`src/rtl/zpl_pkg.sv`:
```
package zpl_pkg;
  localparam int NPH = 3;

  typedef struct packed {
    logic [NPH-1:0] arm;
    logic [NPH-1:0] step;
    logic [NPH-1:0] close;
  } zpl_strobe_t;
endpackage

```
`src/rtl/zpl_ctrl.sv`:
```
module zpl_ctrl
  import zpl_pkg::*;
#(
  parameter int CW = 16
) (
  input  logic           clk,
  input  logic           rstN,
  input  logic           sampleValid,
  input  logic [NPH-1:0] zeroHit,
  input  logic [CW-1:0]  winLen,
  output zpl_strobe_t    strb
);
  logic [CW-1:0] winEff;
  assign winEff = (winLen == '0) ? CW'(1) : winLen;

  for (genvar k = 0; k < NPH; k++) begin : g_ph
    logic          active;
    logic [CW-1:0] winCnt;
    logic [CW-1:0] winLat;
    logic [CW:0]   winNext;

    assign winNext = {1'b0, winCnt} + (CW+1)'(1);
    assign strb.arm[k]   = sampleValid && !active && zeroHit[k];
    assign strb.step[k]  = sampleValid && active;
    assign strb.close[k] = (strb.arm[k] && winEff == CW'(1)) ||
                           (strb.step[k] && winNext >= {1'b0, winLat});

    always_ff @(posedge clk or negedge rstN) begin
      if (!rstN) begin
        active <= 1'b0;
        winCnt <= '0;
        winLat <= '0;
      end else if (strb.arm[k]) begin
        active <= !strb.close[k];
        winCnt <= CW'(1);
        winLat <= winEff;
      end else if (strb.step[k]) begin
        if (strb.close[k]) begin
          active <= 1'b0;
          winCnt <= '0;
        end else begin
          winCnt <= winNext[CW-1:0];
        end
      end
    end
  end
endmodule

```
`src/rtl/zpl_datapath.sv`:
```
module zpl_datapath
  import zpl_pkg::*;
#(
  parameter int SW = 12,
  parameter int CW = 16
) (
  input  logic              clk,
  input  logic              rstN,
  input  logic [NPH*SW-1:0] curFlat,
  input  logic [SW-1:0]     zeroBand,
  input  logic [CW-1:0]     timeThresh,
  input  logic              clearFlags,
  input  zpl_strobe_t       strb,
  output logic [NPH-1:0]    zeroHit,
  output logic [NPH*CW-1:0] zeroCounts,
  output logic [NPH-1:0]    legFlags
);
  logic [NPH-1:0] qual;
  logic [NPH-1:0] pick;

  for (genvar k = 0; k < NPH; k++) begin : g_ph
    logic signed [SW:0] ext;
    logic [SW:0]        mag;
    logic [CW-1:0]      cnt;
    logic [CW-1:0]      thrLat;
    logic [CW-1:0]      thrUse;
    logic [CW-1:0]      nextCnt;

    assign ext = {curFlat[k*SW+SW-1], curFlat[k*SW +: SW]};
    assign mag = ext[SW] ? 0 - ext : ext;
    assign zeroHit[k] = mag < {1'b0, zeroBand};

    assign nextCnt = strb.arm[k] ? CW'(1) : cnt + CW'(zeroHit[k]);
    assign thrUse  = strb.arm[k] ? timeThresh : thrLat;
    assign qual[k] = strb.close[k] && (nextCnt > thrUse);
    assign zeroCounts[k*CW +: CW] = cnt;

    always_ff @(posedge clk or negedge rstN) begin
      if (!rstN) begin
        cnt    <= '0;
        thrLat <= '0;
      end else begin
        if (strb.arm[k]) thrLat <= timeThresh;
        if (strb.close[k]) cnt <= '0;
        else if (strb.arm[k] || strb.step[k]) cnt <= nextCnt;
      end
    end
  end

  assign pick = qual & (~qual + NPH'(1));

  always_ff @(posedge clk or negedge rstN) begin
    if (!rstN) legFlags <= '0;
    else if (clearFlags) legFlags <= '0;
    else if (legFlags == '0 && qual != '0) legFlags <= pick;
  end
endmodule

```
`src/rtl/zero_plateau_locator.sv`:
```
module zero_plateau_locator
  import zpl_pkg::*;
#(
  parameter int SW = 12,
  parameter int CW = 16
) (
  input  logic              clk,
  input  logic              rstN,
  input  logic              sampleValid,
  input  logic [SW-1:0]     curA,
  input  logic [SW-1:0]     curB,
  input  logic [SW-1:0]     curC,
  input  logic [SW-1:0]     zeroBand,
  input  logic [CW-1:0]     timeThresh,
  input  logic [CW-1:0]     winLen,
  input  logic              clearFlags,
  output logic [2:0]        legFlags,
  output logic [3*CW-1:0]   zeroCounts
);
  zpl_strobe_t    strb;
  logic [NPH-1:0] zeroHit;

  zpl_ctrl #(.CW(CW)) u_ctrl (
    .clk(clk), .rstN(rstN), .sampleValid(sampleValid),
    .zeroHit(zeroHit), .winLen(winLen), .strb(strb)
  );

  zpl_datapath #(.SW(SW), .CW(CW)) u_dp (
    .clk(clk), .rstN(rstN), .curFlat({curC, curB, curA}),
    .zeroBand(zeroBand), .timeThresh(timeThresh), .clearFlags(clearFlags),
    .strb(strb), .zeroHit(zeroHit), .zeroCounts(zeroCounts), .legFlags(legFlags)
  );
endmodule

```
`config.mk`:
```
export PLATFORM = sky130hd
export DESIGN_NAME = zero_plateau_locator
export DESIGN_NICKNAME = d
export VERILOG_FILES = /design/src/rtl/zpl_pkg.sv /design/src/rtl/zpl_ctrl.sv /design/src/rtl/zpl_datapath.sv /design/src/rtl/zero_plateau_locator.sv
export SDC_FILE = /design/constraint.sdc
export NUM_CORES = 1
export LEC_CHECK = 0
export ABC_AREA = 0
export ABC_CLOCK_PERIOD_IN_PS = 3400
export BUFFER_PORTS_ARGS = -buffer_cell sky130_fd_sc_hd__clkbuf_2
export CORE_AREA = 2 2 161 163
export CTS_BUF_LIST = sky130_fd_sc_hd__clkbuf_8 sky130_fd_sc_hd__clkbuf_16
export DETAILED_ROUTE_END_ITERATION = 8
export DIE_AREA = 0 0 163 165
export PLACE_DENSITY = 0.77
export SLEW_MARGIN = 20
export SYNTH_ARGS = -nofsm -noshare
export SYNTH_HDL_FRONTEND = slang
export SYNTH_SLANG_ARGS = --single-unit
```
`constraint.sdc`:
```
create_clock -name clk -period 3.4 [get_ports clk]
set_clock_uncertainty 0.05 [all_clocks]
set_input_delay 0 -clock clk [delete_from_list [all_inputs] [get_ports clk]]
set_output_delay 0 -clock clk [all_outputs]
set_load 0.05 [all_outputs]
```
After elaboration in Yosys (flattened, before gate mapping)
Cells that the tools add are included.

cells by class
  reductions and logical operators = 47
  mux-type cells = 36
  add/subtract/negate cells = 10
  shift-type cells = 0
  bitwise logic cells = 2
  $mul = 0
  div/mod/pow operators = 0
  equality and inequality tests = 1
  order comparisons = 9

operators by type and width
  cell                                                                 count
  16-bit 2-to-1 mux                                                    22
  16-bit by 1-bit adder with 17-bit output, second input constant      3
  17-bit by 16-bit greater-or-equal comparator with 1-bit output       3
  16-bit by 1-bit adder with 16-bit output                             3
  16-bit > comparator                                                  3
  13-bit by 12-bit < comparator with 1-bit output                      3
  13-bit 2-to-1 mux                                                    3
  1-bit by 12-bit subtractor with 13-bit output, first input constant  3
  2-bit nonzero test                                                   10
  1-bit logical AND                                                    19
  16-bit by 1-bit == test with 1-bit output, second input constant     1
  16-bit logical NOT                                                   1
  1-bit 2-to-1 mux                                                     9
  1-bit logical NOT                                                    6
  1-bit logical OR                                                     6
  3-bit 2-to-1 mux                                                     2
  2-bit AND reduction                                                  3
  3-bit by 1-bit adder with 3-bit output, second input constant        1
  3-bit bitwise AND                                                    1
  3-bit logical NOT                                                    1
  3-bit inverter                                                       1
  3-bit nonzero test                                                   1

word-level totals
  bits in latches = 0
  memories kept = 0
  bits in read-only memories = 0
  bits in registers = 198
  input bits = 84
  logic and storage cells = 121
  bits in writable memories = 0

Depth between registers and ports, before layout
Gate-level depths: netlist of run 1.

  word-level depth = 12
  depth in mapped cells = 30
  gate-level depth less buffers = 30

By module
Synthesis of run 1 repeated with hierarchy kept, for this count alone.

second synthesis, totals
  cells, all modules = 1481
  area, all modules = 13321.5 µm²

modules (own cells, without submodules)
  module        area each (µm²)  seq. area each (µm²)  cells an instance  times used
  zpl_datapath  7450.9           2477.4                831                1
  zpl_ctrl      5870.6           2477.4                650                1

Least setup slack after synthesis of run 1
OpenSTA, ideal clock, no wires.

  path kind = input to register
  start = in curA[4]
  end = reg u_dp.legFlags[2]
  slack = -1896 ps
  stages = 30
  data required time = 3220 ps
  data arrival time = 5117 ps
  cells stage by stage = or3_1 or2_2 nor4_1 nand3b_1 nand2_1 xnor2_1 ha_1 a21o_1 a21oi_1 o221ai_1 a21oi_2 ha_1 ha_1 and3_2 and3_2 and3_4 and3_4 and3_4 nand3_2 xor2_1 nor2_2 ha_1 nand4_1 nor3_1 o21ai_0 a21oi_1 nor3_1 nor3_2 a21o_1 o32ai_2

between the ends
  word-level cells in the longest chain between the ends = 12
  elaborated cells between the ends (all ways) = 19

ends and longest elaborated chain
  element                                                                               line                                text
  start: declaration                                                                    zero_plateau_locator.sv:10          input logic [SW-1:0] curA,
  1-bit by 12-bit subtractor with 13-bit output                                         zpl_datapath.sv:30                  assign mag = ext[SW] ? 0 - ext : ext;
  13-bit 2-to-1 mux *                                                                   zpl_datapath.sv:30
  13-bit by 12-bit < comparator with 1-bit output *                                     zpl_datapath.sv:31                  assign zeroHit[k] = mag < {1'b0, zeroBand};
  16-bit by 1-bit adder with 16-bit output / 1-bit logical AND (equally long branches)  zpl_datapath.sv:33, zpl_ctrl.sv:23
  16-bit 2-to-1 mux (tied with other cells)                                             zpl_datapath.sv:33                  assign nextCnt = strb.arm[k] ? CW'(1) : cnt + CW'(zeroHit[k]);
  16-bit > comparator / 1-bit logical OR (equally long branches)                        zpl_datapath.sv:35, zpl_ctrl.sv:25
  1-bit logical AND *                                                                   zpl_datapath.sv:35                  assign qual[k] = strb.close[k] && (nextCnt > thrUse);
  3-bit inverter                                                                        zpl_datapath.sv:50                  assign pick = qual & (~qual + NPH'(1));
  3-bit by 1-bit adder with 3-bit output                                                zpl_datapath.sv:50
  3-bit bitwise AND                                                                     zpl_datapath.sv:50
  3-bit 2-to-1 mux                                                                      zpl_datapath.sv:55                  else if (legFlags == '0 && qual != '0) legFlags <= pick;
  3-bit 2-to-1 mux                                                                      zpl_datapath.sv:54                  else if (clearFlags) legFlags <= '0;
  end signal: assignment                                                                zpl_datapath.sv:55
  end: declaration                                                                      zpl_datapath.sv:16                  output logic [NPH-1:0] legFlags

Every way passes the cells marked *; elsewhere a longest branch is shown, timed or not. The select of a mux whose other input is x is not followed.
A chain may end at the register's enable or synchronous reset.

Final worst setup path of run 1
Ends and elaborated chain as after synthesis.

==> impl_metrics.env, run 1 <==
export IMPL_top_layer_used="met4"
export IMPL_antenna_found_initial=0
export IMPL_avgSynthCellArea_sq_um=9.00
export IMPL_maxSlewHeadroom_pct=30.8
export IMPL_ys_types=69
export IMPL_yosysSeqAreaShare_pct=36.4
export IMPL_clk_latency_ns=0.44
export IMPL_wl_met1_um=17400
export IMPL_drv_cap=0
export IMPL_ir_drop_v=0.000403
export IMPL_portBuffers=134
export IMPL_max_clock_freq_ghz=0.201
export IMPL_path_buf_inv=4
export IMPL_leakagePower_uw=0.00932
export IMPL_die_area_sq_um=26900
export IMPL_async_flop_share_pct=100
export IMPL_clock_sinks=198
export IMPL_die_h_um=165
export IMPL_slowest_stage="or3_4"
export IMPL_worstHoldPathType="primary input to flop"
export IMPL_setup_ws_ns=-1.58
export IMPL_placementRows=58
export IMPL_routedWlPerCell_um=19.1
export IMPL_root_buffer="clkbuf_16"
export IMPL_min_period_ns=4.98
export IMPL_crit_family="simple AND/OR/NAND/NOR gates"
export IMPL_violations="negative setup slack"
export IMPL_drtIter0Drc=1158
export IMPL_crit_path_max_fanout=4
export IMPL_setup_violations=46
export IMPL_crit_path_end_kind="flop"
export IMPL_crit_end="u_dp.legFlags[2]"
export IMPL_hold_ws_ns=0.133
export IMPL_cpPeakStageDelay_ns=0.38
export IMPL_grt_total_usage_pct=29.7
export IMPL_die_x_um=163
export IMPL_diodes=0
export IMPL_crit_reg2reg_launch="u_dp.g_ph[0].cnt[0]"
export IMPL_finalNetCount=2138
export IMPL_gp_congestion=0.876
export IMPL_finish_utilization_pct=75.2
export IMPL_grt_max_degree=120
export IMPL_cp_start_kind="primary input"
export IMPL_placed_area_sq_um=16300
export IMPL_drv_slew=0
export IMPL_syn_nets=1736
export IMPL_dr_pass1_iters=7
export IMPL_grt_pass1_vias=12700
export IMPL_worst_ep_required_time_ns=3.66
export IMPL_hpwl_um=27700
export IMPL_cts_inserted_buffers=17
export IMPL_fin_crit_sh_pct=146
export IMPL_synthFlopType="dfrtp_1"
export IMPL_cp_num_cells=33
export IMPL_cts_tree="yes"
export IMPL_viasPerCell=5.85
export IMPL_layout_drive_gt1_share_pct=33.9
export IMPL_hold_viol_final=0
export IMPL_netlist_area_sq_um=13600
export IMPL_worstMarginPinSlew_ns=1.04
export IMPL_area_growth_pct=38.4
export IMPL_finalPower_uw=10000
export IMPL_netlist_instances=1511
export IMPL_synth_edff_count=0
export IMPL_fin_area_sq_um=18800
export IMPL_io_pins=135
export IMPL_dp_slack_ns=-2.08
export IMPL_drc=0
export IMPL_grt_pass1_wl_um=63400
export IMPL_drtAntennaViolNets=0
export IMPL_vias=13200
export IMPL_outcome="finished with violations"
export IMPL_worstSetupStartpoint="curA[4]"
export IMPL_start_util_pct=54.3
export IMPL_r2r_cells=19
export IMPL_ys_warn_count=0
export IMPL_power_density_nw_per_um2=533
export IMPL_crit_arrival_ns=5.24
export IMPL_clockBufferDepth=2
export IMPL_wl_um=43000
export IMPL_htree_levels=4
export IMPL_r2r_setup_slack_ns=-0.24
export IMPL_path_clk_slew_ns=0.07
export IMPL_rsz0062_at_grt="true"
export IMPL_core_area_sq_um=25000
export IMPL_worstSetupPathType="primary input to flop"
export IMPL_wl_met3_um=2870
export IMPL_ys_seq_elements=198
export IMPL_r2r_end="u_dp.legFlags[2]"
export IMPL_grt_overflow_total=0
export IMPL_met2_length_um=21600
==> worst min-delay path by stage <==
| stage | startpoint | end | cells past startpoint |
|---|---|---|---|
| 3_5_place_dp | rstN | u_ctrl.g_ph[0].winCnt[14] | 1 |
| 5_1_grt | sampleValid | u_dp.g_ph[2].cnt[0] | 2 |
| 2_1_floorplan | rstN | u_ctrl.g_ph[0].active | 0 |
| 3_3_place_gp | rstN | u_ctrl.g_ph[0].winCnt[14] | 1 |
| 6_report | sampleValid | u_dp.g_ph[2].cnt[0] | 2 |
| 4_1_cts | sampleValid | u_ctrl.g_ph[2].active | 3 |
==> cell type report <==
cell class | instances | area (sq um)
multi-input combinational | 1125 | 8940
fill | 1626 | 6210
sequential | 198 | 4960
timing repair buffer | 442 | 3420
inverter | 129 | 502
clock buffer | 18 | 439
tap | 330 | 413
clock inverter | 14 | 159
==> cells in the final DEF (no fill, tap or decap), types with 18 or more instances in the layout <==
master         netlist  final
a21oi_1             84     55
a21oi_2              1     26
a22o_1              18     18
a31oi_1             23     21
and3_4              10     34
buf_4                7    236
buf_6                5     24
clkbuf_16            0     21
clkbuf_2             0    128
dfrtp_1            198    195
dlygate4sd3_1        0     34
ha_1               141    129
inv_1              129    125
mux2i_1             45     45
nand2_1            135    125
nand2b_1            33     29
nand3_1             52     37
nand4_1             24     24
nor2_1             112     99
o21ai_0            103     85
o21ai_1             20     23
xnor2_1             65     63
xor2_1              38     32
==> synth_stat cells, types with 12 or more instances <==
| cell | instances | area [sq um] |
|---|---|---|
| dfrtp_1 | 198 | 4950 |
| ha_1 | 141 | 1760 |
| nand2_1 | 135 | 507 |
| inv_1 | 129 | 484 |
| nor2_1 | 112 | 420 |
| o21ai_0 | 103 | 515 |
| a21oi_1 | 84 | 420 |
| xnor2_1 | 65 | 569 |
| nand3_1 | 52 | 260 |
| mux2i_1 | 45 | 450 |
| xor2_1 | 38 | 333 |
| nand2b_1 | 33 | 206 |
| and3_1 | 26 | 163 |
| clkbuf_1 | 24 | 90.1 |
| nand4_1 | 24 | 150 |
| a31oi_1 | 23 | 144 |
| buf_2 | 22 | 110 |
| o31ai_1 | 21 | 158 |
| o21ai_1 | 20 | 100 |
| a22o_1 | 18 | 158 |
| nor3_1 | 18 | 90.1 |
| a21o_1 | 17 | 128 |
| nor2b_1 | 14 | 87.6 |
| or3_1 | 13 | 81.3 |
| a32o_1 | 12 | 120 |
==> power breakdown <==
group,switching [uW],total (uW),internal (uW)
Combinational,2500,4510,2010
Sequential,395,3380,2990
Clock,1010,2140,1130
Total,3900,10000,6120
==> state kept, by name (all words and copies together) (netlist names) <==
name	flops
u_dp.g_ph.thrLat	48
u_ctrl.g_ph.winCnt	48
u_dp.legFlags	3
u_ctrl.g_ph.winLat	48
u_ctrl.g_ph.active	3
u_dp.g_ph.cnt	48
==> cells by family (layout without fill, tap and decap cells) <==
group | count (synthesis) | count (layout) | share of synthesized area [%]
fa+ha+maj | 141 | 141 | 13.0
compound gates | 346 | 346 | 16.2
mux | 46 | 46 | 3.39
buf+inv | 188 | 603 | 5.94
simple gates | 487 | 487 | 18.3
flops | 198 | 198 | 36.4
xor+xnor | 105 | 105 | 6.87
==> worst reg2reg max path, cell delays in order, from the launching register on <==
cell	delay, ns
dfrtp_1	0.42
ha_4	0.19
ha_4	0.15
and3_4	0.17
and3_4	0.18
and3_4	0.18
and3_4	0.18
and3_4	0.19
buf_4	0.13
nand2b_1	0.09
a21oi_1	0.09
ha_1	0.30
nand4_1	0.13
nor3_2	0.24
o21ai_1	0.11
a21oi_2	0.13
nor3_2	0.07
nor3_2	0.26
a21o_1	0.14
o32ai_2	0.09
==> per-stage QoR <==
| stage | instances | setup TNS (ns) |
|---|---|---|
| 2_1_floorplan | 1511 | -7.08 |
| 3_3_place_gp | 2126 | -20.15 |
| 3_5_place_dp | 2126 | -26.12 |
| 4_1_cts | 2218 | -5.93 |
| 5_1_grt | 2256 | -16.85 |
| 6_report | 2256 | -8.69 |
==> timing repair <==
| item | in CTS | in global routing |
|---|---|---|
| buffers inserted | 25 | 35 |
| endpoints found under the setup margin | 45 | 88 |
| resized for setup | 34 | 208 |
| pin swaps | 33 | 96 |
| cloned | 2 | 7 |
| hold endpoints to repair | 210 | 0 |
| hold buffers | 34 | 0 |
==> metal layers <==
layer  GRT usage [%]  up-vias
met5               0        -
met4            7.80        0
met3            4.82      103
met2            51.6      545
met1            38.6     6441
li1                -     6118
Power figures use the tool's default switching activity.
==> run 2, diff against run 1 <==
- BUFFER_PORTS_ARGS: -buffer_cell sky130_fd_sc_hd__clkbuf_2 -> default
- CORE_AREA: 2 2 161 163 -> 2 2 204 206
- DIE_AREA: 0 0 163 165 -> 0 0 206 208
- DONT_BUFFER_PORTS: default -> 1
- PLACE_DENSITY: 0.77 -> default
- TNS_END_PERCENT: default -> 20
==> run 2 against run 1 <==
Effect of this change: the run ends with negative hold slack, negative setup slack left; highest routed layer is now met5; worst hold slack lost 0.93 ns; sequential power decreased by 2%; sequential cell count is the same; via count fell by 10%; critical endpoint unchanged; non-clock buffer count decreased by 136; fmax grew 3.4%; power shrank 4.1%; routed wire length fell by 9.1%; largest power group unchanged; utilization down 30 points; worst setup slack improved by 0.16 ns; combinational power down 8.4%; critical path depth shrank 3; critical path type unchanged.
==> impl_metrics.env, run 2 (synthesis results as in run 1) <==
export IMPL_outcome="finished with violations"
export IMPL_violations="negative hold slack, negative setup slack"
export IMPL_cts_tree="yes"
export IMPL_worstMarginPinSlew_ns=0.867
export IMPL_cp_start_kind="primary input"
export IMPL_routedWlPerCell_um=16.8
export IMPL_finish_utilization_pct=44.9
export IMPL_io_pins=135
export IMPL_fin_area_sq_um=18200
export IMPL_cpPeakStageDelay_ns=0.37
export IMPL_final_cell_mix="buf_4, dfrtp_1, ha_1, inv_1, nand2_1"
export IMPL_core_area_sq_um=40600
export IMPL_finalNetCount=2002
export IMPL_drv_slew=0
export IMPL_die_area_sq_um=42800
export IMPL_layout_commonest_cell="buf_4"
export IMPL_dp_slack_ns=-1.89
export IMPL_fin_crit_sh_pct=142
export IMPL_crit_arrival_ns=5.11
export IMPL_gp_congestion=0.874
export IMPL_drc=0
export IMPL_die_x_um=206
export IMPL_htree_levels=4
export IMPL_dr_pass1_iters=5
export IMPL_hold_viol_final=207
export IMPL_portBuffers=0
export IMPL_drtAntennaViolNets=0
export IMPL_drtIter0Drc=509
export IMPL_rsz0062_at_grt="true"
export IMPL_maxSlewHeadroom_pct=41.8
export IMPL_area_growth_pct=33.8
export IMPL_worst_ep_required_time_ns=3.70
export IMPL_worstHoldPathType="primary input to asynchronous set/reset pin"
export IMPL_grt_pass1_wl_um=59800
export IMPL_wl_um=39100
export IMPL_root_buffer="clkbuf_16"
export IMPL_drv_cap=0
export IMPL_crit_path_max_fanout=4
export IMPL_tns_ns=-7.38
export IMPL_path_buf_inv=1
export IMPL_placementRows=74
export IMPL_path_common_cell="and3_4"
export IMPL_vias=11800
export IMPL_hold_ws_ns=-0.796
export IMPL_placed_area_sq_um=15800
export IMPL_clock_sinks=198
export IMPL_grt_pass1_vias=11800
export IMPL_crit_path_end_kind="flop"
export IMPL_grt_max_degree=199
export IMPL_viasPerCell=5.09
export IMPL_multiInputGateArea_sq_um=8760
export IMPL_n_fill_cell=3906
export IMPL_power_density_nw_per_um2=529
export IMPL_grt_overflow_total=0
export IMPL_grt_total_usage_pct=17.4
export IMPL_cts_inserted_buffers=17
export IMPL_path_clk_slew_ns=0.07
export IMPL_clockBufferDepth=2
export IMPL_fin_cells=2323
export IMPL_hpwl_um=28300
export IMPL_ir_drop_v=0.000431
export IMPL_setup_violations=35
export IMPL_min_period_ns=4.82
export IMPL_crit_family="simple AND/OR/NAND/NOR gates"
export IMPL_worstSetupPathType="primary input to flop"
export IMPL_slowest_stage="or3_4"
export IMPL_leakagePower_uw=0.00874
export IMPL_postCtsHoldBufs=45
export IMPL_antenna_found_initial=4
export IMPL_clk_latency_ns=0.44
export IMPL_setup_ws_ns=-1.42
export IMPL_regArea_sq_um=4960
export IMPL_max_clock_freq_ghz=0.208
export IMPL_place_inst=2201
export IMPL_layout_drive_gt1_share_pct=26.1
export IMPL_start_util_pct=33.5
export IMPL_die_h_um=208
-- run 2: cell types whose count changed in the layout (fill, tap and decap cells not counted), sizes merged --
cell | before | now
buf | 274 | 256
clkbuf | 152 | 26
clkinv | 4 | 6
bufinv | 2 | 3
diode | 0 | 1
dlygate4sd3 | 34 | 45
inv | 136 | 130
-- run 2: routing by layer --
layer	wire length (um)	up-vias	track usage, %
li1	-	5847	-
met1	16900	5728	21.8
met2	19500	203	29.9
met3	2210	44	4.50
met4	509	6	3.67
met5	33	-	0
-- run 2: layout make-up --
type | count | area share, %
repair buffers | 306 | 14.7
inverters | 129 | 2.87
flip-flops and latches | 198 | 27.2
clock inverters | 11 | 0.804
diodes | 1 | 0.0137
multi-input cells | 1125 | 48.1
well taps | 532 | 3.66
clock buffers | 21 | 2.64
-- run 2: worst register-to-register path, cell delays in order, from the launching register on --
cell     delay (ns)
dfrtp_1        0.36
ha_2           0.21
ha_4           0.14
and3_4         0.18
and3_4         0.18
and3_4         0.18
and3_4         0.20
and3_4         0.21
nand3_4        0.08
xor2_1         0.18
nor2_2         0.05
ha_1           0.28
nand4_1        0.12
nor3_2         0.24
nand4_1        0.12
nor2_1         0.14
nor3_2         0.06
buf_4          0.16
a21o_1         0.16
o32ai_2        0.23
-- run 2: final timing paths --
path                            depth (start not counted)              startpoint  slack, ns                  endpoint
worst max-delay path                                   30                 curA[4]      -1.42          u_dp.legFlags[2]
worst min-delay path                                    0                    rstN      -0.80       u_dp.g_ph[2].cnt[8]
worst max register to register                         19     u_dp.g_ph[0].cnt[0]      -0.23          u_dp.legFlags[2]
worst min register to register                          2  u_dp.g_ph[0].thrLat[0]       0.43    u_dp.g_ph[0].thrLat[0]
max in group asynchronous                               0                    rstN       3.73  u_ctrl.g_ph[2].winCnt[2]
min in group clk                                        1             sampleValid      -0.36  u_ctrl.g_ph[2].winCnt[0]
-- run 2: stage by stage --
step / power (uW) / hold WS (ns)
floorplan: 5680 / -0.346
global placement: 6840 / -0.340
detailed placement: 7000 / -0.341
CTS: 9420 / -0.819
global route: 10300 / -0.830
finish: 9620 / -0.796
-- run 2: power by group --
group	switching [uW]	total [uW]	internal (uW)
clock network	959	2200	1240
registers	306	3300	2990
logic	2230	4130	1890
-- run 2: timing repair --
item,in CTS,in global routing
pin swaps,35,74
setup buffers,16,24
hold endpoints to repair,340,206
cloned,0,5
endpoints found under the setup margin,62,84
resized for setup,57,154
==> run 3, diff against run 2 <==
- CORE_AREA: 2 2 204 206 -> 2 2 234 179
- DIE_AREA: 0 0 206 208 -> 0 0 236 181
==> run 3 against run 2 <==
Effect of this change: via count is 2.5% higher; worst hold slack worse by 0.023 ns; count of clock-buffer cells in the layout is 1 lower; clock power is 5% lower; critical path type unchanged; cell count is 0.95% higher; worst setup slack worse by 0.017 ns; non-clock buffer count is 23 higher; the flow still finishes with violations (negative hold slack, negative setup slack); combinational power is 2% higher; critical endpoint unchanged; die area is 0.31% lower; largest cell class unchanged; utilization is 0.40 points higher.
==> impl_metrics.env, run 3 (synthesis results as in run 1) <==
export IMPL_grt_pass1_vias=12000
export IMPL_clk_latency_ns=0.46
export IMPL_path_common_cell="and3_4"
export IMPL_crit_arrival_ns=5.15
export IMPL_intPower_uw=6070
export IMPL_min_period_ns=4.83
export IMPL_area_growth_pct=34.1
export IMPL_drtIter0Drc=882
export IMPL_wl_um=40700
export IMPL_layout_commonest_cell="buf_4"
export IMPL_cpPeakStageDelay_ns=0.37
export IMPL_viasPerCell=5.17
export IMPL_dr_pass1_iters=5
export IMPL_r2r_end="u_dp.legFlags[2]"
export IMPL_power_density_nw_per_um2=527
export IMPL_path_clk_slew_ns=0.07
export IMPL_cts_inserted_buffers=17
export IMPL_crit_path_end_kind="flop"
export IMPL_placementRows=64
export IMPL_r2r_cells=19
export IMPL_worst_ep_required_time_ns=3.72
export IMPL_hold_ws_ns=-0.818
export IMPL_cp_start_kind="primary input"
export IMPL_drtAntennaViolNets=0
export IMPL_violations="negative hold slack, negative setup slack"
export IMPL_clockBufferDepth=2
export IMPL_layout_drive_gt1_share_pct=26.9
export IMPL_vias=12100
export IMPL_p_sw_share_pct=36.8
export IMPL_worstMarginPinSlew_ns=0.761
export IMPL_grt_max_degree=199
export IMPL_p_clk_share_pct=21.8
export IMPL_ir_drop_v=0.000367
export IMPL_fin_cells=2345
export IMPL_dp_slack_ns=-2.07
export IMPL_place_inst=2228
export IMPL_start_util_pct=33.8
export IMPL_tns_ns=-8.50
export IMPL_crit_reg2reg_launch="u_dp.g_ph[0].cnt[0]"
export IMPL_finalNetCount=2025
export IMPL_setup_violations=32
export IMPL_rsz0062_at_grt="true"
export IMPL_worstSetupPathType="primary input to flop"
export IMPL_hold_viol_final=198
export IMPL_drc=0
export IMPL_core_area_sq_um=40300
export IMPL_root_buffer="clkbuf_16"
export IMPL_grt_pass1_wl_um=65700
export IMPL_die_x_um=236
export IMPL_postCtsHoldBufs=34
export IMPL_grt_total_usage_pct=19.3
export IMPL_cts_tree="yes"
export IMPL_die_h_um=181
export IMPL_worstHoldPathType="primary input to asynchronous set/reset pin"
export IMPL_leakagePower_uw=0.00883
export IMPL_fin_crit_sh_pct=142
export IMPL_drv_cap=0
export IMPL_routedWlPerCell_um=17.3
export IMPL_grt_overflow_total=0
export IMPL_antenna_found_initial=6
export IMPL_io_pins=135
export IMPL_maxSlewHeadroom_pct=48.0
export IMPL_portBuffers=0
export IMPL_outcome="finished with violations"
export IMPL_finish_utilization_pct=45.3
export IMPL_htree_levels=4
export IMPL_hpwl_um=29200
export IMPL_die_area_sq_um=42700
export IMPL_clock_sinks=198
export IMPL_setup_ws_ns=-1.43
export IMPL_crit_path_max_fanout=4
export IMPL_pwr_share_comb_pct=43.8
export IMPL_r2r_setup_slack_ns=-0.19
export IMPL_final_cell_mix="buf_4, dfrtp_1, ha_1, inv_1, nand2_1"
export IMPL_seqPwrFrac_pct=34.4
export IMPL_netSwitchingPower_uw=3540
export IMPL_max_clock_freq_ghz=0.207
export IMPL_drv_slew=0
export IMPL_slowest_stage="or3_4"
export IMPL_gp_congestion=0.880
run 3: cell types whose count changed in the layout (fill, tap and decap cells not counted), sizes merged:
cell	previous run	this run
buf	256	294
dlygate4sd3	45	34
clkbuf	26	21
diode	1	4
clkinv	6	8
bufinv	3	2
run 3: cell type report:
class | instances | area [sq um]
multi-input cells | 1125 | 8630
well taps | 528 | 661
inverters | 129 | 502
clock inverters | 12 | 126
repair buffers | 329 | 2890
clock buffers | 20 | 467
fillers | 3785 | 22000
diodes | 4 | 10.0
flip-flops and latches | 198 | 4950
run 3: worst max-delay path, delay by kind of cell:
kind | cells | cell delay [ns]
AO/OA/AOI/OAI | 6 | 1.01
XOR/XNOR | 2 | 0.21
adder cells (fa/ha/maj) | 4 | 0.88
AND/OR/NAND/NOR | 17 | 2.76
buffers and inverters | 2 | 0.28
run 3: power by group through the flow:
stage	Clock, uW	Sequential, uW	Combinational (uW)
2_1_floorplan	0	3540	2140
3_3_place_gp	0	3300	3740
3_5_place_dp	0	3320	3850
4_1_cts	2150	3290	4070
5_1_grt	2250	3390	4730
6_report	2090	3310	4210
run 3: metrics by stage:
stage / cell area [sq um] / total power, uW
2_1_floorplan: 13700 / 5680
6_report: 18200 / 9610
5_1_grt: 18200 / 10400
3_3_place_gp: 16000 / 7040
3_5_place_dp: 16000 / 7170
4_1_cts: 17600 / 9510
run 3: worst max-delay path by stage:
stage | start | to | slack, ns | cells past startpoint
2_1_floorplan | curA[4] | u_dp.legFlags[2] | -1.63 | 29
3_3_place_gp | curA[4] | u_dp.legFlags[0] | -1.94 | 32
3_5_place_dp | curA[4] | u_dp.legFlags[0] | -2.07 | 30
4_1_cts | curA[4] | u_dp.legFlags[0] | -1.43 | 32
5_1_grt | curA[4] | u_dp.legFlags[2] | -1.72 | 31
6_report | curA[4] | u_dp.legFlags[2] | -1.43 | 31
run 3: timing repair:
action / 4_1_cts / 5_1_grt
endpoints found under the setup margin: 78 / 85
pin swaps: 34 / 75
gates cloned: 4 / 1
endpoints found under the hold margin: 349 / 198
buffers inserted: 31 / 15
resized for setup: 81 / 125
run 3: per-layer routing:
| metal | vias to the layer above | track usage, % | share of wire (%) |
|---|---|---|---|
| met2 | 243 | 29.9 | 45 |
| met1 | 5934 | 26.9 | 48 |
| met5 | - | 0 | 0.057 |
| met4 | 4 | 5.91 | 1.8 |
| li1 | 5900 | - | - |
| met3 | 38 | 3.96 | 4.8 |
